## config.mk

```make
export PLATFORM = sky130hd
export DESIGN_NAME = i2cs_slave_tx
export DESIGN_NICKNAME = d
export VERILOG_FILES = /design/src/rtl/i2cs_pkg.sv /design/src/rtl/i2cs_bus_monitor.sv /design/src/rtl/i2cs_addr_match.sv /design/src/rtl/i2cs_tx_shifter.sv /design/src/rtl/i2cs_slave_tx.sv
export SDC_FILE = /design/constraint.sdc
export NUM_CORES = 1
export LEC_CHECK = 0
export BUFFER_PORTS_ARGS = -buffer_cell sky130_fd_sc_hd__buf_2
export CAP_MARGIN = 20
export CORE_ASPECT_RATIO = 2
export CORE_MARGIN = 2
export CORE_UTILIZATION = 55
export DETAILED_ROUTE_END_ITERATION = 8
export GPL_ROUTABILITY_DRIVEN = 0
export PLACE_DENSITY = 0.83
export SLEW_MARGIN = 20
export SYNTH_ARGS = -nofsm -noshare
export SYNTH_HDL_FRONTEND = slang
export SYNTH_HIERARCHICAL = 1
export SYNTH_SLANG_ARGS = --single-unit
```

## constraint.sdc

```tcl
create_clock -name clk -period 2.55 [get_ports clk]
set_input_delay 0 -clock clk [delete_from_list [all_inputs] [get_ports clk]]
set_output_delay 0 -clock clk [all_outputs]
set_load 0.01 [all_outputs]
```

## src/rtl/i2cs_pkg.sv

```systemverilog
package i2cs_pkg;

    typedef enum logic [2:0] {
        ST_IDLE,
        ST_ADDR,
        ST_AACK,
        ST_HOLD,
        ST_TX,
        ST_MACK
    } st_e;

    typedef enum logic {
        NXT_IDLE,
        NXT_TX
    } nxt_e;

    typedef enum logic [1:0] {
        HIT_NONE,
        HIT_OWN_R,
        HIT_OWN_W,
        HIT_GCALL
    } hit_e;

    typedef struct packed {
        logic start;
        logic stop;
        logic rise;
        logic fall;
        logic sda;
    } bus_ev_t;

    localparam logic [7:0] SC_IDLE      = 8'hF8;
    localparam logic [7:0] SC_OWN_W     = 8'h60;
    localparam logic [7:0] SC_OWN_W_ARB = 8'h68;
    localparam logic [7:0] SC_GC        = 8'h70;
    localparam logic [7:0] SC_GC_ARB    = 8'h78;
    localparam logic [7:0] SC_OWN_R     = 8'hA8;
    localparam logic [7:0] SC_OWN_R_ARB = 8'hB0;
    localparam logic [7:0] SC_TX_ACK    = 8'hB8;
    localparam logic [7:0] SC_TX_NACK   = 8'hC0;
    localparam logic [7:0] SC_TX_LAST   = 8'hC8;

    function automatic logic [7:0] addr_code(input hit_e h, input logic arb);
        logic [7:0] c;
        case (h)
            HIT_OWN_R: c = arb ? SC_OWN_R_ARB : SC_OWN_R;
            HIT_OWN_W: c = arb ? SC_OWN_W_ARB : SC_OWN_W;
            HIT_GCALL: c = arb ? SC_GC_ARB    : SC_GC;
            default:   c = SC_IDLE;
        endcase
        return c;
    endfunction

    function automatic logic [7:0] tx_code(input logic nack, input logic last);
        logic [7:0] c;
        if (nack)      c = SC_TX_NACK;
        else if (last) c = SC_TX_LAST;
        else           c = SC_TX_ACK;
        return c;
    endfunction

endpackage

```

## src/rtl/i2cs_bus_monitor.sv

```systemverilog
module i2cs_bus_monitor
    import i2cs_pkg::*;
#(
    parameter int SYNC_STAGES = 2
) (
    input  logic    clk,
    input  logic    rst,
    input  logic    scl_in,
    input  logic    sda_in,
    output bus_ev_t ev
);
    localparam int TOP = SYNC_STAGES - 1;

    logic [TOP:0] scl_sr;
    logic [TOP:0] sda_sr;
    logic         scl_p;
    logic         sda_p;
    logic         scl_q;
    logic         sda_q;

    assign scl_q = scl_sr[TOP];
    assign sda_q = sda_sr[TOP];

    generate
        if (SYNC_STAGES > 1) begin : g_chain
            always_ff @(posedge clk) begin
                if (rst) begin
                    scl_sr <= '1;
                    sda_sr <= '1;
                end else begin
                    scl_sr <= {scl_sr[TOP-1:0], scl_in};
                    sda_sr <= {sda_sr[TOP-1:0], sda_in};
                end
            end
        end else begin : g_single
            always_ff @(posedge clk) begin
                if (rst) begin
                    scl_sr <= '1;
                    sda_sr <= '1;
                end else begin
                    scl_sr <= scl_in;
                    sda_sr <= sda_in;
                end
            end
        end
    endgenerate

    always_ff @(posedge clk) begin
        if (rst) begin
            scl_p <= 1'b1;
            sda_p <= 1'b1;
        end else begin
            scl_p <= scl_q;
            sda_p <= sda_q;
        end
    end

    always_comb begin
        ev.start = scl_q & scl_p & sda_p & ~sda_q;
        ev.stop  = scl_q & scl_p & ~sda_p & sda_q;
        ev.rise  = scl_q & ~scl_p;
        ev.fall  = ~scl_q & scl_p;
        ev.sda   = sda_q;
    end

endmodule

```

## src/rtl/i2cs_addr_match.sv

```systemverilog
module i2cs_addr_match
    import i2cs_pkg::*;
#(
    parameter int ADDR_W = 7
) (
    input  logic [ADDR_W:0]   addr_byte,
    input  logic [ADDR_W-1:0] own_addr,
    input  logic              gc_en,
    output hit_e              hit
);
    logic is_zero;
    logic is_own;

    assign is_zero = (addr_byte == '0);
    assign is_own  = (addr_byte[ADDR_W:1] == own_addr);

    always_comb begin
        if (is_zero)
            hit = gc_en ? HIT_GCALL : HIT_NONE;
        else if (is_own)
            hit = addr_byte[0] ? HIT_OWN_R : HIT_OWN_W;
        else
            hit = HIT_NONE;
    end

endmodule

```

## src/rtl/i2cs_tx_shifter.sv

```systemverilog
module i2cs_tx_shifter #(
    parameter int BYTE_W = 8
) (
    input  logic              clk,
    input  logic              rst,
    input  logic              load,
    input  logic [BYTE_W-1:0] din,
    input  logic              shift,
    output logic              bit_out
);
    logic [BYTE_W-1:0] sr;

    always_ff @(posedge clk) begin
        if (rst)
            sr <= '1;
        else if (load)
            sr <= din;
        else if (shift)
            sr <= {sr[BYTE_W-2:0], 1'b1};
    end

    assign bit_out = sr[BYTE_W-1];

endmodule

```

## src/rtl/i2cs_slave_tx.sv

```systemverilog
module i2cs_slave_tx
    import i2cs_pkg::*;
#(
    parameter int ADDR_W      = 7,
    parameter int SYNC_STAGES = 2
) (
    input  logic              clk,
    input  logic              rst,
    input  logic              enable,
    input  logic              ack_en,
    input  logic              gc_en,
    input  logic [ADDR_W-1:0] own_addr,
    input  logic              arb_lost,
    input  logic              tx_wr,
    input  logic [ADDR_W:0]   tx_wdata,
    input  logic              si_clr,
    input  logic              scl_in,
    input  logic              sda_in,
    output logic              irq_flag,
    output logic [7:0]        status,
    output logic              scl_hold,
    output logic              sda_low
);
    localparam int BYTE_W = ADDR_W + 1;
    localparam int CNT_W  = $clog2(BYTE_W + 1);
    localparam logic [CNT_W-1:0] CNT_FULL = CNT_W'(BYTE_W);
    localparam logic [CNT_W-1:0] CNT_LAST = CNT_W'(BYTE_W - 1);

    bus_ev_t           ev;
    hit_e              hit;
    hit_e              hit_q;
    st_e               state;
    nxt_e              nxt;
    logic [CNT_W-1:0]  cnt;
    logic [BYTE_W-1:0] addr_sr;
    logic [BYTE_W-1:0] dreg;
    logic              arb_q;
    logic              last_q;
    logic              nack_q;
    logic [7:0]        status_q;
    logic              flag_q;
    logic              sh_load;
    logic              sh_shift;
    logic              sh_bit;
    logic              soft_rst;

    assign soft_rst = rst | ~enable;

    i2cs_bus_monitor #(.SYNC_STAGES(SYNC_STAGES)) u_mon (
        .clk    (clk),
        .rst    (rst),
        .scl_in (scl_in),
        .sda_in (sda_in),
        .ev     (ev)
    );

    i2cs_addr_match #(.ADDR_W(ADDR_W)) u_match (
        .addr_byte (addr_sr),
        .own_addr  (own_addr),
        .gc_en     (gc_en),
        .hit       (hit)
    );

    assign sh_load  = (state == ST_HOLD) && si_clr && (nxt == NXT_TX);
    assign sh_shift = (state == ST_TX) && ev.fall && (cnt != CNT_LAST);

    i2cs_tx_shifter #(.BYTE_W(BYTE_W)) u_shift (
        .clk     (clk),
        .rst     (soft_rst),
        .load    (sh_load),
        .din     (dreg),
        .shift   (sh_shift),
        .bit_out (sh_bit)
    );

    // software data register
    always_ff @(posedge clk) begin
        if (rst)
            dreg <= '1;
        else if (tx_wr)
            dreg <= tx_wdata;
    end

    // protocol sequencer
    always_ff @(posedge clk) begin
        if (soft_rst) begin
            state    <= ST_IDLE;
            nxt      <= NXT_IDLE;
            cnt      <= '0;
            addr_sr  <= '0;
            hit_q    <= HIT_NONE;
            arb_q    <= 1'b0;
            last_q   <= 1'b0;
            nack_q   <= 1'b0;
            flag_q   <= 1'b0;
            status_q <= SC_IDLE;
        end else begin
            if (arb_lost)
                arb_q <= 1'b1;
            if (ev.start && state != ST_HOLD) begin
                state <= ST_ADDR;
                cnt   <= '0;
                arb_q <= arb_lost;
            end else if (ev.stop && state != ST_HOLD) begin
                state <= ST_IDLE;
            end else begin
                case (state)
                    ST_ADDR: begin
                        if (ev.rise) begin
                            addr_sr <= {addr_sr[BYTE_W-2:0], ev.sda};
                            cnt     <= cnt + 1'b1;
                        end else if (ev.fall && cnt == CNT_FULL) begin
                            if (hit != HIT_NONE && ack_en) begin
                                state <= ST_AACK;
                                hit_q <= hit;
                            end else begin
                                state <= ST_IDLE;
                            end
                        end
                    end
                    ST_AACK: begin
                        if (ev.fall) begin
                            state    <= ST_HOLD;
                            flag_q   <= 1'b1;
                            status_q <= addr_code(hit_q, arb_q);
                            nxt      <= (hit_q == HIT_OWN_R) ? NXT_TX : NXT_IDLE;
                        end
                    end
                    ST_HOLD: begin
                        if (si_clr) begin
                            flag_q   <= 1'b0;
                            status_q <= SC_IDLE;
                            if (nxt == NXT_TX) begin
                                state  <= ST_TX;
                                cnt    <= '0;
                                last_q <= ~ack_en;
                            end else begin
                                state <= ST_IDLE;
                            end
                        end
                    end
                    ST_TX: begin
                        if (ev.fall) begin
                            if (cnt == CNT_LAST)
                                state <= ST_MACK;
                            else
                                cnt <= cnt + 1'b1;
                        end
                    end
                    ST_MACK: begin
                        if (ev.rise) begin
                            nack_q <= ev.sda;
                        end else if (ev.fall) begin
                            state    <= ST_HOLD;
                            flag_q   <= 1'b1;
                            status_q <= tx_code(nack_q, last_q);
                            nxt      <= (!nack_q && !last_q) ? NXT_TX : NXT_IDLE;
                        end
                    end
                    default: state <= ST_IDLE;
                endcase
            end
        end
    end

    assign irq_flag = flag_q;
    assign status   = status_q;
    assign scl_hold = (state == ST_HOLD);
    assign sda_low  = (state == ST_AACK) || ((state == ST_TX) && !sh_bit);

endmodule

```

==> results of run 1 <==
[cell usage after synthesis, types with 2 or more instances]
library cell	count
or3_1	2
buf_6	2
mux2i_1	19
o2111ai_1	2
nor2_1	21
and4b_1	2
a22oi_1	2
nor3_1	6
nand3_1	11
xnor2_1	7
inv_1	12
nor3b_1	8
nor4_2	2
o21ai_0	9
buf_4	4
nor2b_1	13
a211o_1	8
nand4_1	3
o31a_1	2
o211ai_1	4
ha_1	2
dfxtp_1	49
or2_1	6
nand3b_1	2
a21o_1	4
clkbuf_1	9
nand2_1	5
o22ai_1	2
a21oi_1	20
a2bb2oi_1	2
nand2b_1	8
[flip-flops by register name, indices dropped and copies added (netlist names), 2 cells and up]
register / cells
dreg: 8
state: 3
u_mon/sda_sr: 2
u_mon/scl_sr: 2
u_shift/sr: 8
hit_q: 2
addr_sr: 8
cnt: 4
status: 5
[power groups by stage]
stage | clock [W] | sequential [W] | combinational, W
2_1_floorplan | 0 | 0.000801 | 0.0000651
3_3_place_gp | 0 | 0.000804 | 0.0000891
3_5_place_dp | 0 | 0.000804 | 0.0000910
4_1_cts | 0.000464 | 0.000786 | 0.000104
5_1_grt | 0.000496 | 0.000788 | 0.000115
6_report | 0.000450 | 0.000786 | 0.000104
[layer usage]
metal,wire length [µm],vias to the layer above
met2,2850,39
met5,0,-
met1,1870,957
met4,119,0
met3,150,11
li1,-,1044
[tightest hold or removal path, stage by stage]
cell     delay, ns
buf_2         0.09
nor2_1        0.04
a21oi_1       0.11
nor2_1        0.04
[worst paths after layout]
path                                                  from                         end  slack, ns  depth (start not counted)
worst min-delay path                                ack_en         last_q$_SDFFE_PP0P_       0.02                          4
worst min register to register  u_mon/scl_sr[0]$_SDFF_PP1_  u_mon/scl_sr[1]$_SDFF_PP1_       0.43                          1
worst max register to register       state[0]$_SDFFE_PP0P_       hit_q[0]$_SDFFE_PP0P_       0.38                          5
worst max-delay path                 state[0]$_SDFFE_PP0P_       hit_q[0]$_SDFFE_PP0P_       0.38                          5
[logic make-up after synthesis]
kind of cell,after synthesis
adder cells (fa/ha/maj),2
AO/OA/AOI/OAI,68
XOR/XNOR,7
buffers and inverters,29
AND/OR/NAND/NOR,96
other,1
multiplexers,19
flip-flops,49
[cell type report]
| class | count | area [µm²] |
|---|---|---|
| clock inverter | 3 | 17.5 |
| timing repair buffer | 48 | 308 |
| inverter | 12 | 45.0 |
| multi-input combinational | 195 | 1330 |
| clock buffer | 5 | 68.8 |
| fill | 359 | 1480 |
| sequential | 49 | 981 |
| tap | 54 | 67.6 |
[per-stage QoR]
| stage | worst slack (ns) | power, W | hold slack, ns | cells |
|---|---|---|---|---|
| 2_1_floorplan | 0.684 | 0.000866 | 0.0971 | 273 |
| 3_3_place_gp | 0.480 | 0.000893 | 0.179 | 347 |
| 3_5_place_dp | 0.432 | 0.000895 | 0.184 | 347 |
| 4_1_cts | 0.430 | 0.00135 | 0.00248 | 366 |
| 5_1_grt | 0.277 | 0.00140 | 0.0278 | 366 |
| 6_report | 0.384 | 0.00134 | 0.0166 | 366 |
[repair_timing]
action	4_1_cts	5_1_grt
hold buffers	11	0
buffers inserted	0	0
endpoints found under the hold margin	11	0
==> impl_metrics.toml, run 1 <==
[outcome]
status = "finished, final reports clean"

[routing]
wire_per_inst_um = 13.6
drt-total-wl_um = 4990
drc = 0
firstDrtPassIters = 4
vias = 2051
postRouteAntennaNets = 0
avgViaCountPerCell = 5.60
drt_iter0_markers = 41

[worst_setup_path]
path_class = "register to register"
crit_required_ns = 2.72
crit_buf_inv = 0
cp-start-kind = "register"
cp.arrival_ns = 2.34
path_delay_family = "simple AND/OR/NAND/NOR gates"
crit_chain = "nor3b_2, o211ai_1, or4b_1, mux2i_1, nor2_1"
max_stage_delay_ns = 0.65
slowest_stage = "dfxtp_1"
critPathCaptureType = "register"
worstPathMaxFanout = 16

[sta]
slew_viol_final = 0
setup_tns_ns = 0
rsz0062_at_grt = "false"
finalHoldViolCount = 0
post-route-min-period_ns = 2.17
slew-limit-headroom_pct = 46.0
min_period_over_period_pct = 84.9
setup_viol = 0
worst_slew_pin_slew_ns = 0.809
fin_skew_ns = 0.00742
max_freq_mhz = 462

[layout]
final_util_pct = 65.6
drive_gt1_share_pct = 17.0
areaGrowthSynthToFinish_pct = 15.3
mostFrequentLayoutCell = "dfxtp_1"
fin_nets = 338
final_cell_mix = "49 x dfxtp_1, 32 x buf_2, 21 x nor2_1"
design_area_um2 = 2820
diodes = 0

[yosys]
synth_top_cell_area_share_pct = 40.1
synth_top_family_by_area = "simple AND/OR/NAND/NOR gates"
synth_cell_types = 54
postSynthAreaPerCell_um2 = 9.03
netlist_area_um2 = 2450
synth_adder_area_share_pct = 1.02
synth_top_area_cell = "dfxtp_1"
yosysSeqAreaShare_pct = 40.1
synth_simple_gate_area_share_pct = 23.3
yosys-top-cells-area = "dfxtp_1 40%, mux2i_1 7.8%, a21oi_1 4.1%, nor2b_1 3.3%, nor2_1 3.2%"
ys_ff_latch = 49
synth-edff-count = 0
synth_flop_cell = "dfxtp_1"
synthArstFlopShare_pct = 0
syn_inst = 271
synth_compound_area_share_pct = 19.4
muxShareOfSynthArea_pct = 7.77
synthXorXnorAreaFrac_pct = 2.51
ys.warnings.count = 6

[floorplan]
die_y_um = 98.3
io-pin-count = 36
initial_core_util_pct = 56.9
dieArea_um2 = 5030
core_area_um2 = 4300
die_x_um = 51.2
rows = 34

[global_routing]
grt_antenna_before_repair = 0
gr-usage-met3_pct = 4.28
grt_pass1_vias = 1974
grt_usage_pct = 21.4
use_met1_pct = 19.9
grt.busiest_layer = "met2"
grt_pass1_wl_um = 8310
grt_max_degree = 29
use_met2_pct = 41.4
grt_overflow = 0

[placed_design]
postPlaceCellArea_um2 = 2620
dp_hpwl_um = 3710
io_buffers = 32

[flow_run]
cap_violations = 0

[min_path]
hold_path_class = "input pin to register"

[cts]
cts_tree = "built"
clkTransAtPathRegs_ns = 0.09
ctsResizeCount = 0
cts_root_buf = "clkbuf_8"
clockBufferDepth = 2
htree_levels = 2
cts.sinks = 49
numCtsBuffers = 5
clk_latency_ns = 0.30

[pwr]
total_leakage_power_nw = 1.14
power_switching_w = 0.000319
sw_frac_of_total_pct = 23.8
power_density_nw_per_um2 = 475
p_seq_share_pct = 58.7
ir_drop_uv = 504
power.share.clock_pct = 33.6
intPower_w = 0.00102
power_frac_comb_pct = 7.7
No activity file was read; power rests on OpenSTA's default activity.
==> run 2: changes to the inputs <==
- ABC_AREA: default -> 1
- CORE_UTILIZATION: 55 -> 51
- PLACE_DENSITY: 0.83 -> 0.81
- clock period: 2.55 -> 1.9 ns (I/O delays scaled with it)
==> impl_metrics.toml, run 2 <==
[outcome]
status = "finished, final reports clean"

[worst_setup_path]
path_delay_family = "simple AND/OR/NAND/NOR gates"
crit_required_ns = 2.14
critPathCaptureType = "register"
crit_chain = "nand3_2, nand2_1, nand2_1, nor2_2, nand2_2, nand2_1, nand2_1, nor2_1"
max_stage_delay_ns = 0.47
cp.arrival_ns = 1.90
path_class = "register to register"
cp-start-kind = "register"
crit_path_frequent_cell = "nand2_1"
crit_buf_inv = 0
worstPathMaxFanout = 6
slowest_stage = "dfxtp_1"

[sta]
setup_tns_ns = 0
slew-limit-headroom_pct = 61.2
post-route-min-period_ns = 1.67
finalHoldViolCount = 0
slew_viol_final = 0
worst_slew_pin_slew_ns = 0.582
max_freq_mhz = 599
fin_skew_ns = 0.0132
min_period_over_period_pct = 87.8
setup_viol = 0
rsz0062_at_grt = "false"

[yosys]
synth_top_cell_area_share_pct = 37.8
synth_adder_area_share_pct = 0.965
synthXorXnorAreaFrac_pct = 2.03
postSynthAreaPerCell_um2 = 6.62
synth-edff-count = 0
synth_compound_area_share_pct = 8.20
synth_flop_cell = "dfxtp_1"
yosys-top-cells-area = "dfxtp_1 38%, nand2_1 16%, nor2_1 8.8%, nand3_1 8.5%, inv_1 5.6%"
synth_simple_gate_area_share_pct = 41.5
muxShareOfSynthArea_pct = 0
yosysSeqAreaShare_pct = 37.8
synth_cell_types = 33
synthArstFlopShare_pct = 0
ys.warnings.count = 6
synth_common_cells = "114 x nand2_1, 61 x nor2_1, 49 x dfxtp_1"
netlist_area_um2 = 2590
syn_inst = 392
ys_ff_latch = 49
synth_top_family_by_area = "simple AND/OR/NAND/NOR gates"
synth.most_common_cell = "nand2_1"
synth_top_area_cell = "dfxtp_1"

[cts]
cts.sinks = 49
numCtsBuffers = 5
htree_levels = 2
cts_root_buf = "clkbuf_8"
clkTransAtPathRegs_ns = 0.09
ctsResizeCount = 0
cts_tree = "built"
clk_latency_ns = 0.30
clockBufferDepth = 2

[layout]
diodes = 0
mostFrequentLayoutCell = "nand2_1"
stdcell_count = 500
drive_gt1_share_pct = 14.4
reg.largest.list = "addr_sr (8), dreg (8), u_shift/sr (8)"
areaGrowthSynthToFinish_pct = 17.9
n_fill_cell = 446
regArea_um2 = 981
final_cell_mix = "114 x nand2_1, 61 x nor2_1, 49 x dfxtp_1"
fin_nets = 469
multiInputGateArea_um2 = 1380

[global_routing]
grt_pass1_vias = 2460
grt_pass1_wl_um = 10400
grt_overflow = 0
grt_antenna_before_repair = 0
grt_max_degree = 21
grt_usage_pct = 24.5

[placed_design]
dp_hpwl_um = 4680
dp.cells = 477
io_buffers = 32

[pwr]
total_leakage_power_nw = 1.53
power_density_nw_per_um2 = 713
ir_drop_uv = 635
power_w = 0.00218

[routing]
drt_iter0_markers = 86
firstDrtPassIters = 4
postRouteAntennaNets = 0
drt-total-wl_um = 6360
wire_per_inst_um = 12.7
avgViaCountPerCell = 5.16
drc = 0
vias = 2579

[floorplan]
die_y_um = 105
die_x_um = 54.4
initial_core_util_pct = 53.3
rows = 36
core_area_um2 = 4860
io-pin-count = 36
dieArea_um2 = 5710

[flow_run]
cap_violations = 0

[min_path]
hold_path_class = "input pin to register"
==> run 2: cell type report <==
cell class	count	share of cell area, %
well taps	57	2.33
repair buffers	52	11.4
flip-flops and latches	49	32.1
multi-input cells	291	45.0
inverters	43	5.28
clock buffers	6	2.70
clock inverters	2	1.23
==> run 2: timing repair <==
action	4_1_cts	5_1_grt
buffers inserted	0	0
endpoints found under the hold margin	16	0
hold buffers	15	0
==> run 2: final timing paths <==
check                                                 from                         end  slack [ns]  depth (start not counted)
worst min-delay path                                 tx_wr        dreg[7]$_SDFFE_PP1P_        0.01                          3
worst max-delay path                 state[0]$_SDFFE_PP0P_         cnt[1]$_SDFFE_PP0P_        0.23                          8
worst min register to register  u_mon/scl_sr[0]$_SDFF_PP1_  u_mon/scl_sr[1]$_SDFF_PP1_        0.42                          1
worst max register to register       state[0]$_SDFFE_PP0P_         cnt[1]$_SDFFE_PP0P_        0.23                          8
==> run 2: cell families (layout without fill, tap and decap cells) <==
kind of cell / count (synthesis) / after routing
AND/OR/NAND/NOR: 242 / 242
other: 1 / 3
XOR/XNOR: 6 / 6
buffers and inverters: 54 / 103
AO/OA/AOI/OAI: 38 / 38
adder cells (fa/ha/maj): 2 / 2
flip-flops: 49 / 49
==> run 2: worst register-to-register path, cell delays in order, from the launching register on <==
cell	delay, ns
dfxtp_1	0.47
nand3_2	0.23
nand2_1	0.18
nand2_1	0.11
nor2_2	0.30
nand2_2	0.13
nand2_1	0.07
nand2_1	0.05
nor2_1	0.08
==> run 2: metrics by stage <==
| step | area, µm² | utilization [%] | worst slack (ns) | hold WS, ns |
|---|---|---|---|---|
| after floorplan | 2600 | - | 0.492 | 0.0900 |
| after global placement | 2790 | 57.3 | 0.346 | 0.184 |
| after detailed placement | 2790 | 57.3 | 0.301 | 0.188 |
| after CTS | 3060 | 62.9 | 0.280 | 0.00493 |
| after global routing | 3060 | 62.9 | 0.0980 | 0.0408 |
| final | 3060 | 62.9 | 0.231 | 0.0108 |
==> run 2: report_power, final <==
part	internal (W)	total [W]	switching (W)
Sequential	0.00106	0.00108	0.0000232
Combinational	0.000125	0.000318	0.000193
Clock	0.000428	0.000784	0.000356
==> run 2: per-layer routing <==
layer	share of wire [%]	global-route usage, %	up-vias
met5	0	0	-
met1	35	21.8	1151
met4	6.4	15.9	0
met2	56	46.0	79
met3	3.3	3.29	30
li1	-	-	1319
